$ cat src/rtl/ctx_seq_pkg.sv
package ctx_seq_pkg;
  typedef enum logic [2:0] {
    ST_IDLE,
    ST_PUSH,
    ST_WIPE,
    ST_POP,
    ST_DRAIN
  } seq_state_t;

  localparam int PART_WORDS = 8;
  localparam int FULL_WORDS = 16;
  localparam int CNT_W      = $clog2(FULL_WORDS);
  localparam int REG_IP     = 12;
  localparam int REG_LR     = 14;
  localparam int REG_PC     = 15;
  localparam int REG_PSR    = 16;
endpackage

$ cat src/rtl/ctx_slot_map.sv
module ctx_slot_map
  import ctx_seq_pkg::*;
#(
  parameter int IDX_W = 5
) (
  input  logic [CNT_W-1:0] slot,
  output logic [IDX_W-1:0] reg_idx
);
  // Slots 0..3: R0..R3. Slots 4..7: R12, LR, PC, status. Slots 8..15: R4..R11.
  always_comb begin
    if (slot < CNT_W'(4)) begin
      reg_idx = IDX_W'(slot);
    end else if (slot < CNT_W'(PART_WORDS)) begin
      case (slot[1:0])
        2'd0:    reg_idx = IDX_W'(REG_IP);
        2'd1:    reg_idx = IDX_W'(REG_LR);
        2'd2:    reg_idx = IDX_W'(REG_PC);
        default: reg_idx = IDX_W'(REG_PSR);
      endcase
    end else begin
      reg_idx = IDX_W'(slot) - IDX_W'(4);
    end
  end
endmodule

$ cat src/rtl/ctx_sp_bank.sv
module ctx_sp_bank #(
  parameter int          AW         = 10,
  parameter logic [AW-1:0] SP_S_INIT  = '0,
  parameter logic [AW-1:0] SP_NS_INIT = '0
) (
  input  logic          clk,
  input  logic          rst,
  input  logic          sel_sec,
  output logic [AW-1:0] sp_out,
  input  logic          upd_en,
  input  logic [AW-1:0] upd_val
);
  logic [AW-1:0] sp_q [2];

  for (genvar g = 0; g < 2; g++) begin : g_dom
    localparam logic [AW-1:0] RV = (g == 1) ? SP_S_INIT : SP_NS_INIT;
    always_ff @(posedge clk) begin
      if (rst) begin
        sp_q[g] <= RV;
      end else if (upd_en && (sel_sec == 1'(g))) begin
        sp_q[g] <= upd_val;
      end
    end
  end

  assign sp_out = sp_q[sel_sec];
endmodule

$ cat src/rtl/secure_ctx_seq.sv
module secure_ctx_seq
  import ctx_seq_pkg::*;
#(
  parameter int            AW         = 10,
  parameter int            DW         = 32,
  parameter int            IDX_W      = 5,
  parameter logic [AW-1:0] SP_S_INIT  = 10'h200,
  parameter logic [AW-1:0] SP_NS_INIT = 10'h3C0,
  parameter logic          RESET_SEC  = 1'b1
) (
  input  logic             clk,
  input  logic             rst,
  input  logic             exc_req,
  input  logic             exc_to_sec,
  input  logic             ret_req,
  input  logic [1:0]       ret_code,
  output logic             sec_state,
  output logic             busy,
  output logic [1:0]       exc_ret_val,
  output logic [IDX_W-1:0] rf_rd_idx,
  input  logic [DW-1:0]    rf_rd_data,
  output logic             rf_wr_en,
  output logic [IDX_W-1:0] rf_wr_idx,
  output logic [DW-1:0]    rf_wr_data,
  output logic             rf_clr,
  output logic             mem_wr_en,
  output logic             mem_rd_en,
  output logic [AW-1:0]    mem_addr,
  output logic [DW-1:0]    mem_wdata,
  input  logic [DW-1:0]    mem_rdata
);
  seq_state_t       st;
  logic [CNT_W-1:0] cnt;
  logic             full_q;
  logic             dst_q;

  logic             idle;
  logic             full_new;
  logic             full_sel;
  logic [AW-1:0]    nwords;
  logic [CNT_W-1:0] last;
  logic             sp_sel;
  logic [AW-1:0]    sp_out;
  logic             sp_upd;
  logic [AW-1:0]    sp_nxt;
  logic [CNT_W-1:0] slot_n;
  logic [IDX_W-1:0] idx_n;
  logic [IDX_W-1:0] idx_c;

  assign idle     = (st == ST_IDLE);
  assign full_new = exc_req ? (sec_state & ~exc_to_sec) : ret_code[0];
  assign full_sel = idle ? full_new : full_q;
  assign nwords   = full_sel ? AW'(FULL_WORDS) : AW'(PART_WORDS);
  assign last     = full_q ? CNT_W'(FULL_WORDS - 1) : CNT_W'(PART_WORDS - 1);
  assign sp_sel   = idle ? (exc_req ? sec_state : ret_code[1]) : dst_q;
  assign sp_upd   = (idle && exc_req) || (st == ST_DRAIN);
  assign sp_nxt   = idle ? (sp_out - nwords) : (sp_out + nwords);
  assign slot_n   = idle ? '0 : cnt + CNT_W'(1);

  ctx_sp_bank #(
    .AW(AW), .SP_S_INIT(SP_S_INIT), .SP_NS_INIT(SP_NS_INIT)
  ) u_sp (
    .clk(clk), .rst(rst), .sel_sec(sp_sel), .sp_out(sp_out),
    .upd_en(sp_upd), .upd_val(sp_nxt)
  );

  ctx_slot_map #(.IDX_W(IDX_W)) u_map_nxt (.slot(slot_n), .reg_idx(idx_n));
  ctx_slot_map #(.IDX_W(IDX_W)) u_map_cur (.slot(cnt),    .reg_idx(idx_c));

  assign mem_wdata  = rf_rd_data;
  assign rf_wr_data = mem_rdata;

  always_ff @(posedge clk) begin
    if (rst) begin
      st          <= ST_IDLE;
      cnt         <= '0;
      full_q      <= 1'b0;
      dst_q       <= 1'b0;
      sec_state   <= RESET_SEC;
      busy        <= 1'b0;
      exc_ret_val <= '0;
      rf_rd_idx   <= '0;
      rf_wr_en    <= 1'b0;
      rf_wr_idx   <= '0;
      rf_clr      <= 1'b0;
      mem_wr_en   <= 1'b0;
      mem_rd_en   <= 1'b0;
      mem_addr    <= '0;
    end else begin
      case (st)
        ST_IDLE: begin
          if (exc_req) begin
            st          <= ST_PUSH;
            cnt         <= '0;
            full_q      <= full_new;
            dst_q       <= exc_to_sec;
            busy        <= 1'b1;
            exc_ret_val <= {sec_state, full_new};
            mem_wr_en   <= 1'b1;
            mem_addr    <= sp_nxt;
            rf_rd_idx   <= idx_n;
          end else if (ret_req) begin
            st        <= ST_POP;
            cnt       <= '0;
            full_q    <= ret_code[0];
            dst_q     <= ret_code[1];
            busy      <= 1'b1;
            mem_rd_en <= 1'b1;
            mem_addr  <= sp_out;
          end
        end
        ST_PUSH: begin
          cnt <= cnt + CNT_W'(1);
          if (cnt == last) begin
            mem_wr_en <= 1'b0;
            if (full_q) begin
              st     <= ST_WIPE;
              rf_clr <= 1'b1;
            end else begin
              st        <= ST_IDLE;
              busy      <= 1'b0;
              sec_state <= dst_q;
            end
          end else begin
            mem_addr  <= mem_addr + AW'(1);
            rf_rd_idx <= idx_n;
          end
        end
        ST_WIPE: begin
          rf_clr    <= 1'b0;
          st        <= ST_IDLE;
          busy      <= 1'b0;
          sec_state <= dst_q;
        end
        ST_POP: begin
          cnt       <= cnt + CNT_W'(1);
          rf_wr_en  <= 1'b1;
          rf_wr_idx <= idx_c;
          if (cnt == last) begin
            mem_rd_en <= 1'b0;
            st        <= ST_DRAIN;
          end else begin
            mem_addr <= mem_addr + AW'(1);
          end
        end
        ST_DRAIN: begin
          rf_wr_en  <= 1'b0;
          st        <= ST_IDLE;
          busy      <= 1'b0;
          sec_state <= dst_q;
        end
        default: st <= ST_IDLE;
      endcase
    end
  end
endmodule

$ cat config.mk
export PLATFORM = sky130hd
export DESIGN_NAME = secure_ctx_seq
export DESIGN_NICKNAME = d
export VERILOG_FILES = /design/src/rtl/ctx_seq_pkg.sv /design/src/rtl/ctx_slot_map.sv /design/src/rtl/ctx_sp_bank.sv /design/src/rtl/secure_ctx_seq.sv
export SDC_FILE = /design/constraint.sdc
export NUM_CORES = 1
export LEC_CHECK = 0
export BUFFER_PORTS_ARGS = -buffer_cell sky130_fd_sc_hd__buf_2
export CORE_ASPECT_RATIO = 0.75
export CORE_MARGIN = 5
export CORE_UTILIZATION = 40
export DETAILED_ROUTE_END_ITERATION = 8
export GPL_TIMING_DRIVEN = 0
export PLACE_DENSITY_LB_ADDON = 0.08
export SETUP_SLACK_MARGIN = 0.3
export SLEW_MARGIN = 15
export SYNTH_ARGS = -nofsm -noshare
export SYNTH_HDL_FRONTEND = slang
export SYNTH_SLANG_ARGS = --single-unit
$ cat constraint.sdc
create_clock -name clk -period 4.3 [get_ports clk]
set_input_delay 0.86 -clock clk [delete_from_list [all_inputs] [get_ports clk]]
set_output_delay 0.86 -clock clk [all_outputs]
set_load 0.005 [all_outputs]
After elaboration in Yosys (flattened, before gate mapping)
Memories as Yosys holds them, arrays and structs flattened.
Index checks and enable logic that the tools add are counted.
W data, S select, Z words.

storage, ports and cells
  output and inout bits = 92
  RAM bits = 20
  memories = 1
  logic and storage cells = 138
  register bits = 37

cells by class
  $lt $le $gt $ge = 4
  reductions and logical operators = 28
  $add $sub $neg = 6
  bitwise operators = 5
  muxes and demuxes = 61
  equal/unequal tests = 19

memories
  memory     words  bits a word  read ports  clocked after Yosys merged registers in  wr ports  line               text
  u_sp.sp_q  2      10           1           0                                        2         ctx_sp_bank.sv:13  logic [AW-1:0] sp_q [2];

operators by type and width
  cell                     number
  $mux W10                 6
  $mux W5                  7
  $pmux W5 S3              2
  $mux W1                  27
  $pmux W10 S2             1
  $ne A2 B2 Y1 const B     9
  $reduce_and A3 Y1        6
  $mux W4                  4
  $reduce_bool A2 Y1       7
  $mux W3                  4
  $add A10 B1 Y10 const B  1
  $add A10 B5 Y10          1
  $pmux W1 S2              5
  $pmux W5 S2              1
  $sub A10 B5 Y10          1
  $sub A4 B3 Y5 const B    2
  $pmux W3 S3              1
  $lt A4 B3 Y1 const B     2
  $lt A4 B4 Y1 const B     2
  $pmux W4 S2              1
  $reduce_and A4 Y1        2
  $eq A3 B2 Y1 const B     2
  $reduce_and A2 Y1        3
  $add A4 B1 Y4 const B    1
  other kinds (17)         25

Depth between registers and ports, before layout
Gate-level depths: netlist (run 1).

  word-level depth = 9
  gate-level depth with buffers = 14

By module
Synthesis (run 1) repeated with hierarchy kept, for this count alone.

second synthesis, totals
  cell total of the unflattened synthesis = 432
  area, all modules = 3738.6 um2

modules (own cells, without submodules)
  module          instances  cells each  sequential area each (um2)  area each (um2)
  secure_ctx_seq  1          344         740.7                       2635.0
  ctx_sp_bank     1          64          600.6                       905.9
  ctx_slot_map    2          12          0.0                         98.8

Least setup slack after synthesis (run 1)
No wires, ideal clock.

  path type = in2reg
  start = input exc_req
  end = register mem_addr[9]
  path buffers = 2
  setup time = 0.070 ns
  slack = 0.688 ns
  data arrival time = 3.542 ns
  cell stages on the path = 11
  cell sequence = buf_2 -> mux2_2 -> mux2i_4 -> buf_6 -> mux2_2 -> ha_1 -> a21o_1 -> o21a_1 -> o22a_1 -> o32a_1 -> a21oi_1

between the ends
  word-level cells in the longest chain between the ends = 7

ends and longest elaborated chain
  item                                                line                                        text
  from (decl)                                         secure_ctx_seq.sv:13                        input logic exc_req,
  $mux W1 (on tied branches)                          secure_ctx_seq.sv:55, secure_ctx_seq.sv:51
  $mux W1 (on tied branches)                          secure_ctx_seq.sv:55, secure_ctx_seq.sv:52
  $mem_v2 Z2 W10 or $mux W5 (tied branches)           -
  $add A10 B5 Y10 or $sub A10 B5 Y10 (tied branches)  secure_ctx_seq.sv:57                        assign sp_nxt = idle ? (sp_out - nwords) : (sp_out + nwords);
  $mux W10                                            secure_ctx_seq.sv:57
  $mux W10                                            secure_ctx_seq.sv:92                        if (exc_req) begin
  $pmux W10 S2                                        secure_ctx_seq.sv:90                        case (st)
  to (signal assigned)                                secure_ctx_seq.sv:100                       mem_addr <= sp_nxt;
  to (signal assigned)                                secure_ctx_seq.sv:109                       mem_addr <= sp_out;
  to (signal assigned)                                secure_ctx_seq.sv:125                       mem_addr <= mem_addr + AW'(1);
  to (decl)                                           secure_ctx_seq.sv:28                        output logic [AW-1:0] mem_addr,

Parallel ways exist; a longest one is shown, timed or not. The select of a mux whose other input is x is not followed.
A chain may end at the register's enable or synchronous reset.

==> results of run 1 <==
area by class of cell:
class | instances | area share [%]
Inverter | 20 | 1.71
Tap cell | 128 | 3.41
Clock inverter | 3 | 0.320
Timing Repair Buffer | 98 | 10.5
Multi-Input combinational cell | 278 | 37.6
Clock buffer | 13 | 5.76
Buffer | 81 | 12.1
Sequential cell | 57 | 28.6
routing by layer:
metal | global-route usage, % | vias up | wire length (um)
li1 | - | 1693 | -
met1 | 26.5 | 1557 | 5140
met2 | 26.2 | 174 | 4200
met3 | 4.39 | 9 | 1050
met4 | 4.29 | 0 | 99
met5 | 0 | - | 0
sequential cells by signal, summed over array words and instances (netlist names):
register / flops
u_sp.sp_q: 20
mem_addr: 10
rf_rd_idx: 5
rf_wr_idx: 5
cnt: 4
st: 3
exc_ret_val: 2
busy: 1
dst_q: 1
full_q: 1
mem_rd_en: 1
mem_wr_en: 1
rf_clr: 1
rf_wr_en: 1
sec_state: 1
logic make-up after synthesis:
family	share of synthesized area, %
flip-flops	35.7
buffers and inverters	17.3
adder cells (fa/ha/maj)	4.00
XOR/XNOR	1.87
multiplexers	6.33
AO/OA/AOI/OAI	17.4
AND/OR/NAND/NOR	17.4
critical path, cell delays in order:
cell      delay [ns]
buf_2           0.16
mux2_2          0.39
mux2i_4         0.34
buf_6           0.22
mux2_2          0.36
ha_1            0.39
o21ai_0         0.11
a21oi_1         0.34
o21ai_0         0.16
a21boi_0        0.26
o21ai_0         0.13
synthesized netlist by cell type (2+ instances only):
| master | count | share of area (%) |
|---|---|---|
| a2111oi_0 | 2 | 0.47 |
| a211oi_1 | 9 | 1.8 |
| a21o_1 | 2 | 0.40 |
| a21oi_1 | 27 | 3.6 |
| a22oi_1 | 2 | 0.40 |
| a31oi_1 | 3 | 0.50 |
| a41oi_1 | 2 | 0.47 |
| and2_1 | 4 | 0.67 |
| and3_1 | 4 | 0.67 |
| buf_1 | 2 | 0.20 |
| buf_4 | 64 | 13 |
| buf_6 | 3 | 0.90 |
| clkbuf_1 | 11 | 1.1 |
| dfxtp_1 | 37 | 20 |
| edfxtp_1 | 20 | 16 |
| ha_1 | 12 | 4.0 |
| inv_1 | 18 | 1.8 |
| mux2_2 | 4 | 1.2 |
| mux2_4 | 4 | 1.6 |
| mux2i_1 | 11 | 2.9 |
| nand2_1 | 37 | 3.7 |
| nand2b_1 | 7 | 1.2 |
| nand3_1 | 16 | 2.1 |
| nand3b_1 | 2 | 0.40 |
| nand4_1 | 2 | 0.33 |
| nor2_1 | 49 | 4.9 |
| nor2b_1 | 4 | 0.67 |
| nor3_1 | 7 | 0.93 |
| o211ai_1 | 7 | 1.4 |
| o21a_1 | 2 | 0.40 |
| o21ai_0 | 19 | 2.5 |
| o21ba_2 | 2 | 0.53 |
| o31ai_1 | 2 | 0.40 |
| or3_1 | 5 | 0.83 |
| xnor2_1 | 4 | 0.93 |
| xor2_1 | 4 | 0.93 |
metrics by stage:
step / instances / hold slack, ns / setup WS (ns) / power (uW) / utilization (%)
2_1_floorplan: 436 / 0.448 / 0.688 / 1010 / -
3_3_place_gp: 661 / 0.438 / 0.344 / 1160 / 48.3
3_5_place_dp: 662 / 0.444 / 0.268 / 1170 / 48.3
4_1_cts: 678 / 0.450 / 0.609 / 1850 / 51.5
5_1_grt: 678 / 0.470 / 0.334 / 1940 / 51.5
6_report: 678 / 0.447 / 0.604 / 1830 / 51.5
worst max path at each step:
stage                        from               to  slack [ns]  depth (start not counted)
final                     exc_req  u_sp.sp_q[0][8]        0.60                         11
after global placement    exc_req      mem_addr[9]        0.34                         12
after detailed placement  exc_req      mem_addr[6]        0.27                         12
after floorplan           exc_req      mem_addr[9]        0.69                         11
after global routing      exc_req      mem_addr[6]        0.33                         12
after CTS                 exc_req      mem_addr[6]        0.61                         12
power by group through the flow:
stage | Clock, uW | Combinational [uW] | Sequential, uW
floorplan | 0 | 363 | 649
global placement | 0 | 500 | 658
detailed placement | 0 | 508 | 659
CTS | 687 | 510 | 649
global route | 716 | 563 | 657
finish | 675 | 510 | 649
==> results.sh, run 1 <==
export IMPL_status="complete, no violations"
export IMPL_hpwl_um=8200
export IMPL_ys_ff_latch=57
export IMPL_synth_ff_type="dfxtp_1"
export IMPL_maxCapViolations=0
export IMPL_reg2reg_to="u_sp.sp_q[0][8]"
export IMPL_min_to="rf_wr_idx[1]"
export IMPL_die_w_um=122
export IMPL_drc=0
export IMPL_cp_start_kind="primary input"
export IMPL_yosysWarnings=0
export IMPL_fin_area_um2=4690
export IMPL_rows=30
export IMPL_finalMaxSlewViolations=0
export IMPL_grt_max_degree=14
export IMPL_portBuffers=97
export IMPL_die_area_um2=11400
export IMPL_r2r_start="st[2]"
export IMPL_final_nets=628
export IMPL_worstPathMaxFanout=10
export IMPL_ctsResizeCount=0
export IMPL_setup_violations=0
export IMPL_via_count=3433
export IMPL_avgSynthCellArea_um2=8.61
export IMPL_start_util_pct=41.2
export IMPL_ctsHoldBuffers=0
export IMPL_detail_route_iter0_violations=155
export IMPL_clkTransAtPathRegs_ns=0.05
export IMPL_overflow=0
export IMPL_cts_htree_levels=3
export IMPL_intPower_uw=1270
export IMPL_final_seq_area_um2=1340
export IMPL_drive_above_1_share_pct=36.0
export IMPL_final_cell_mix="98 x buf_2, 65 x buf_4, 49 x nor2_1"
export IMPL_clock_skew_ns=0.00559
export IMPL_routabilityCongestion=0.897
export IMPL_seqPwrFrac_pct=35.4
export IMPL_area_delta_synth_final_pct=25.0
export IMPL_cts_root_buf="clkbuf_16"
export IMPL_finalSetupTns_ns=0
export IMPL_multi_input_area_um2=1770
export IMPL_swShare_pct=30.5
export IMPL_r2r_slack_ns=0.70
export IMPL_combPwrFrac_pct=27.8
export IMPL_syn_inst=436
export IMPL_max_clock_freq_ghz=0.271
export IMPL_synth_edf_count=20
export IMPL_ys_async_sr_fraction_pct=0
export IMPL_arrival_ns=3.76
export IMPL_clock_power_share_pct=36.8
export IMPL_clock_sinks=57
export IMPL_netlist_area_um2=3760
export IMPL_ys_seq_area_share_pct=35.7
export IMPL_post_cts_setup_buffers=0
export IMPL_syn_nets=519
export IMPL_relSlewSlack_pct=35.6
export IMPL_hold_violations=0
export IMPL_drt_pass1_iter_count=5
export IMPL_antenna_found_initial=0
export IMPL_wirelength_um=10500
export IMPL_grt_pass1_vias=3132
export IMPL_num_io_pins=163
export IMPL_coreArea_um2=9120
export IMPL_fin_crit_ns=3.70
export IMPL_grt_pass1_wl_um=16000
export IMPL_grt_use_total_pct=17.9
export IMPL_end_kind="register"
export IMPL_cts_buffers=9
export IMPL_hp_class="reg -> reg"
export IMPL_cts_tree="yes"
export IMPL_diodes=0
export IMPL_powerDensity_nw_per_um2=391
export IMPL_reg2reg_depth=13
export IMPL_ant_nets=0
export IMPL_holdPathStages=2
export IMPL_finalCritPeriodShare_pct=86.0
export IMPL_hold_start="rf_wr_idx[1]"
export IMPL_leakagePower_uw=0.00215
export IMPL_layout_commonest_cell="buf_2"
export IMPL_worst_skew_pair_late_latency_ns=0.33
export IMPL_peakVddDrop_uv=176
export IMPL_viasPerCell=5.06
export IMPL_fp_dieH_um=93.9
export IMPL_fillers=905
export IMPL_worstPathRequired_ns=4.36
export IMPL_clockBufferDepth=2
export IMPL_ys_types=62
export IMPL_tightestPinTransition_ns=0.955
export IMPL_placed_cell_area_um2=4410
export IMPL_switching_power_uw=560
export IMPL_rsz0062_at_grt="no"
export IMPL_path_class="in -> reg"
export IMPL_wl_per_cell_um=15.5
Power figures use the tool's default switching activity.
==> run 2, diff against run 1 <==
--- a/config.mk
+++ b/config.mk
@@ -5,11 +5,12 @@
 export SDC_FILE = /design/constraint.sdc
 export NUM_CORES = 1
 export LEC_CHECK = 0
-export BUFFER_PORTS_ARGS = -buffer_cell sky130_fd_sc_hd__buf_2
+export ABC_CLOCK_PERIOD_IN_PS = 4300
 export CORE_ASPECT_RATIO = 0.75
 export CORE_MARGIN = 5
 export CORE_UTILIZATION = 40
 export DETAILED_ROUTE_END_ITERATION = 8
+export DONT_BUFFER_PORTS = 1
 export GPL_TIMING_DRIVEN = 0
 export PLACE_DENSITY_LB_ADDON = 0.08
 export SETUP_SLACK_MARGIN = 0.3
==> run 2 against run 1 <==
Global-route usage grew 0.22 points. Routed wire length shrank 0.13%. Critical path type unchanged. Fmax shrank 1.4%.
==> results.sh, run 2 (synthesis gave the netlist of run 1 again) <==
export IMPL_largest_register_ff_count=20
export IMPL_viasPerCell=5.37
export IMPL_holdWs_ns=0.469
export IMPL_hold_violations=0
export IMPL_hpwl_um=8110
export IMPL_path_class="in -> reg"
export IMPL_drive_above_1_share_pct=22.5
export IMPL_worstPathMaxFanout=10
export IMPL_cts_root_buf="clkbuf_16"
export IMPL_grt_pass1_vias=2922
export IMPL_die_w_um=122
export IMPL_post_route_util_pct=46.3
export IMPL_post_cts_setup_buffers=0
export IMPL_cts_buffers=9
export IMPL_layout_commonest_cell="buf_4"
export IMPL_num_io_pins=163
export IMPL_finalCritPeriodShare_pct=87.1
export IMPL_ctsResizeCount=0
export IMPL_wirelength_um=10500
export IMPL_clock_skew_ns=0.00455
export IMPL_drc=0
export IMPL_final_cell_mix="65 x buf_4, 49 x nor2_1, 37 x nand2_1, 37 x dfxtp_1, 27 x a21oi_1"
export IMPL_fp_dieH_um=93.9
export IMPL_grt_use_total_pct=18.2
export IMPL_cts_tree="yes"
export IMPL_cts_htree_levels=3
export IMPL_ctsHoldBuffers=0
export IMPL_rows=30
export IMPL_area_delta_synth_final_pct=12.4
export IMPL_finalSetupTns_ns=0
export IMPL_ant_nets=0
export IMPL_detail_route_iter0_violations=221
export IMPL_leakagePower_uw=0.00173
export IMPL_cp_slowest_stage_delay_ns=0.49
export IMPL_powerDensity_nw_per_um2=432
export IMPL_clock_sinks=57
export IMPL_fin_ws_ns=0.553
export IMPL_peakVddDrop_uv=207
export IMPL_antenna_found_initial=0
export IMPL_maxCapViolations=0
export IMPL_overflow=0
export IMPL_relSlewSlack_pct=31.6
export IMPL_post_place_ws_ns=0.293
export IMPL_status="complete, no violations"
export IMPL_wl_per_cell_um=18.0
export IMPL_clockBufferDepth=2
export IMPL_setup_violations=0
export IMPL_path_cells="buf_2, mux2_2, mux2i_4, buf_6, mux2_2, ha_1, o211a_1, o21a_1, o21ai_0, o21ai_1, a2111oi_0"
export IMPL_max_clock_freq_ghz=0.267
export IMPL_arrival_ns=3.94
export IMPL_final_nets=531
export IMPL_worstPathRequired_ns=4.49
export IMPL_grt_max_degree=14
export IMPL_coreArea_um2=9120
export IMPL_largestRegisters="u_sp.sp_q (20), mem_addr (10)"
export IMPL_end_kind="register"
export IMPL_via_count=3120
export IMPL_drt_pass1_iter_count=5
export IMPL_rsz0062_at_grt="no"
export IMPL_clkTransAtPathRegs_ns=0.05
export IMPL_slowest_stage="a2111oi_0"
export IMPL_fillers=918
export IMPL_crit_path_frequent_cell="mux2_2"
export IMPL_largest_register="u_sp.sp_q"
export IMPL_cp_start_kind="primary input"
export IMPL_worst_skew_pair_late_latency_ns=0.33
export IMPL_tightestPinTransition_ns=1.02
export IMPL_finalMaxSlewViolations=0
export IMPL_die_area_um2=11400
export IMPL_grt_pass1_wl_um=15900
export IMPL_start_util_pct=41.2
export IMPL_fin_crit_ns=3.75
export IMPL_diodes=0
export IMPL_routabilityCongestion=0.819
export IMPL_portBuffers=0
export IMPL_hp_class="reg -> reg"
==> run 2: cell count changes in the layout (fill, tap and decap cells not counted) <==
cell,change
clkinv_4,+1
clkbuf_8,-3
bufinv_16,+1
clkinv_2,-1
clkinvlp_4,+3
buf_2,-97
clkbuf_1,-1
==> run 2: per-stage QoR <==
stage / cell area (um2) / cells / total power (uW)
3_5_place_dp: 3920 / 565 / 1120
5_1_grt: 4220 / 581 / 1930
2_1_floorplan: 3760 / 436 / 1010
3_3_place_gp: 3920 / 564 / 1120
4_1_cts: 4220 / 581 / 1840
6_report: 4220 / 581 / 1820
==> run 2: final cells by class <==
class                   instances  area [um2]  share of cell area [%]
clock inverters                 7        71.3                    1.69
plain buffers                  81         568                    13.5
well taps                     128         160                    3.79
inverters                      20        80.1                    1.90
multi-input cells             278        1770                    41.9
clock buffers                   9         225                    5.34
repair buffers                  1        7.51                   0.178
flip-flops and latches         57        1340                    31.8
==> run 2: final timing paths <==
kind	start	to	slack, ns	cells after the start
max	exc_req	mem_addr[6]	0.55	11
min	rf_wr_idx[3]	rf_wr_idx[3]	0.47	2
max reg2reg	st[2]	mem_addr[6]	0.65	13
min reg2reg	rf_wr_idx[3]	rf_wr_idx[3]	0.47	2
==> run 2: per-layer routing <==
| metal | GRT usage [%] | vias up | part of all wire [%] |
|---|---|---|---|
| met4 | 5.60 | 0 | 1.4 |
| met5 | 0 | - | 0 |
| met2 | 25.1 | 174 | 39 |
| met3 | 6.74 | 11 | 12 |
| met1 | 26.0 | 1442 | 47 |
| li1 | - | 1493 | - |
==> run 2: where the power goes <==
part | internal [uW] | total (uW) | switching (uW)
registers | 606 | 655 | 49.3
clock network | 446 | 708 | 262
logic | 199 | 459 | 259
==> run 2: worst max-delay path, delay by kind of cell <==
family                   cells  cell delay, ns
adder cells (fa/ha/maj)      1            0.38
multiplexers                 3            1.12
buffers and inverters        2            0.40
AO/OA/AOI/OAI                5            1.18
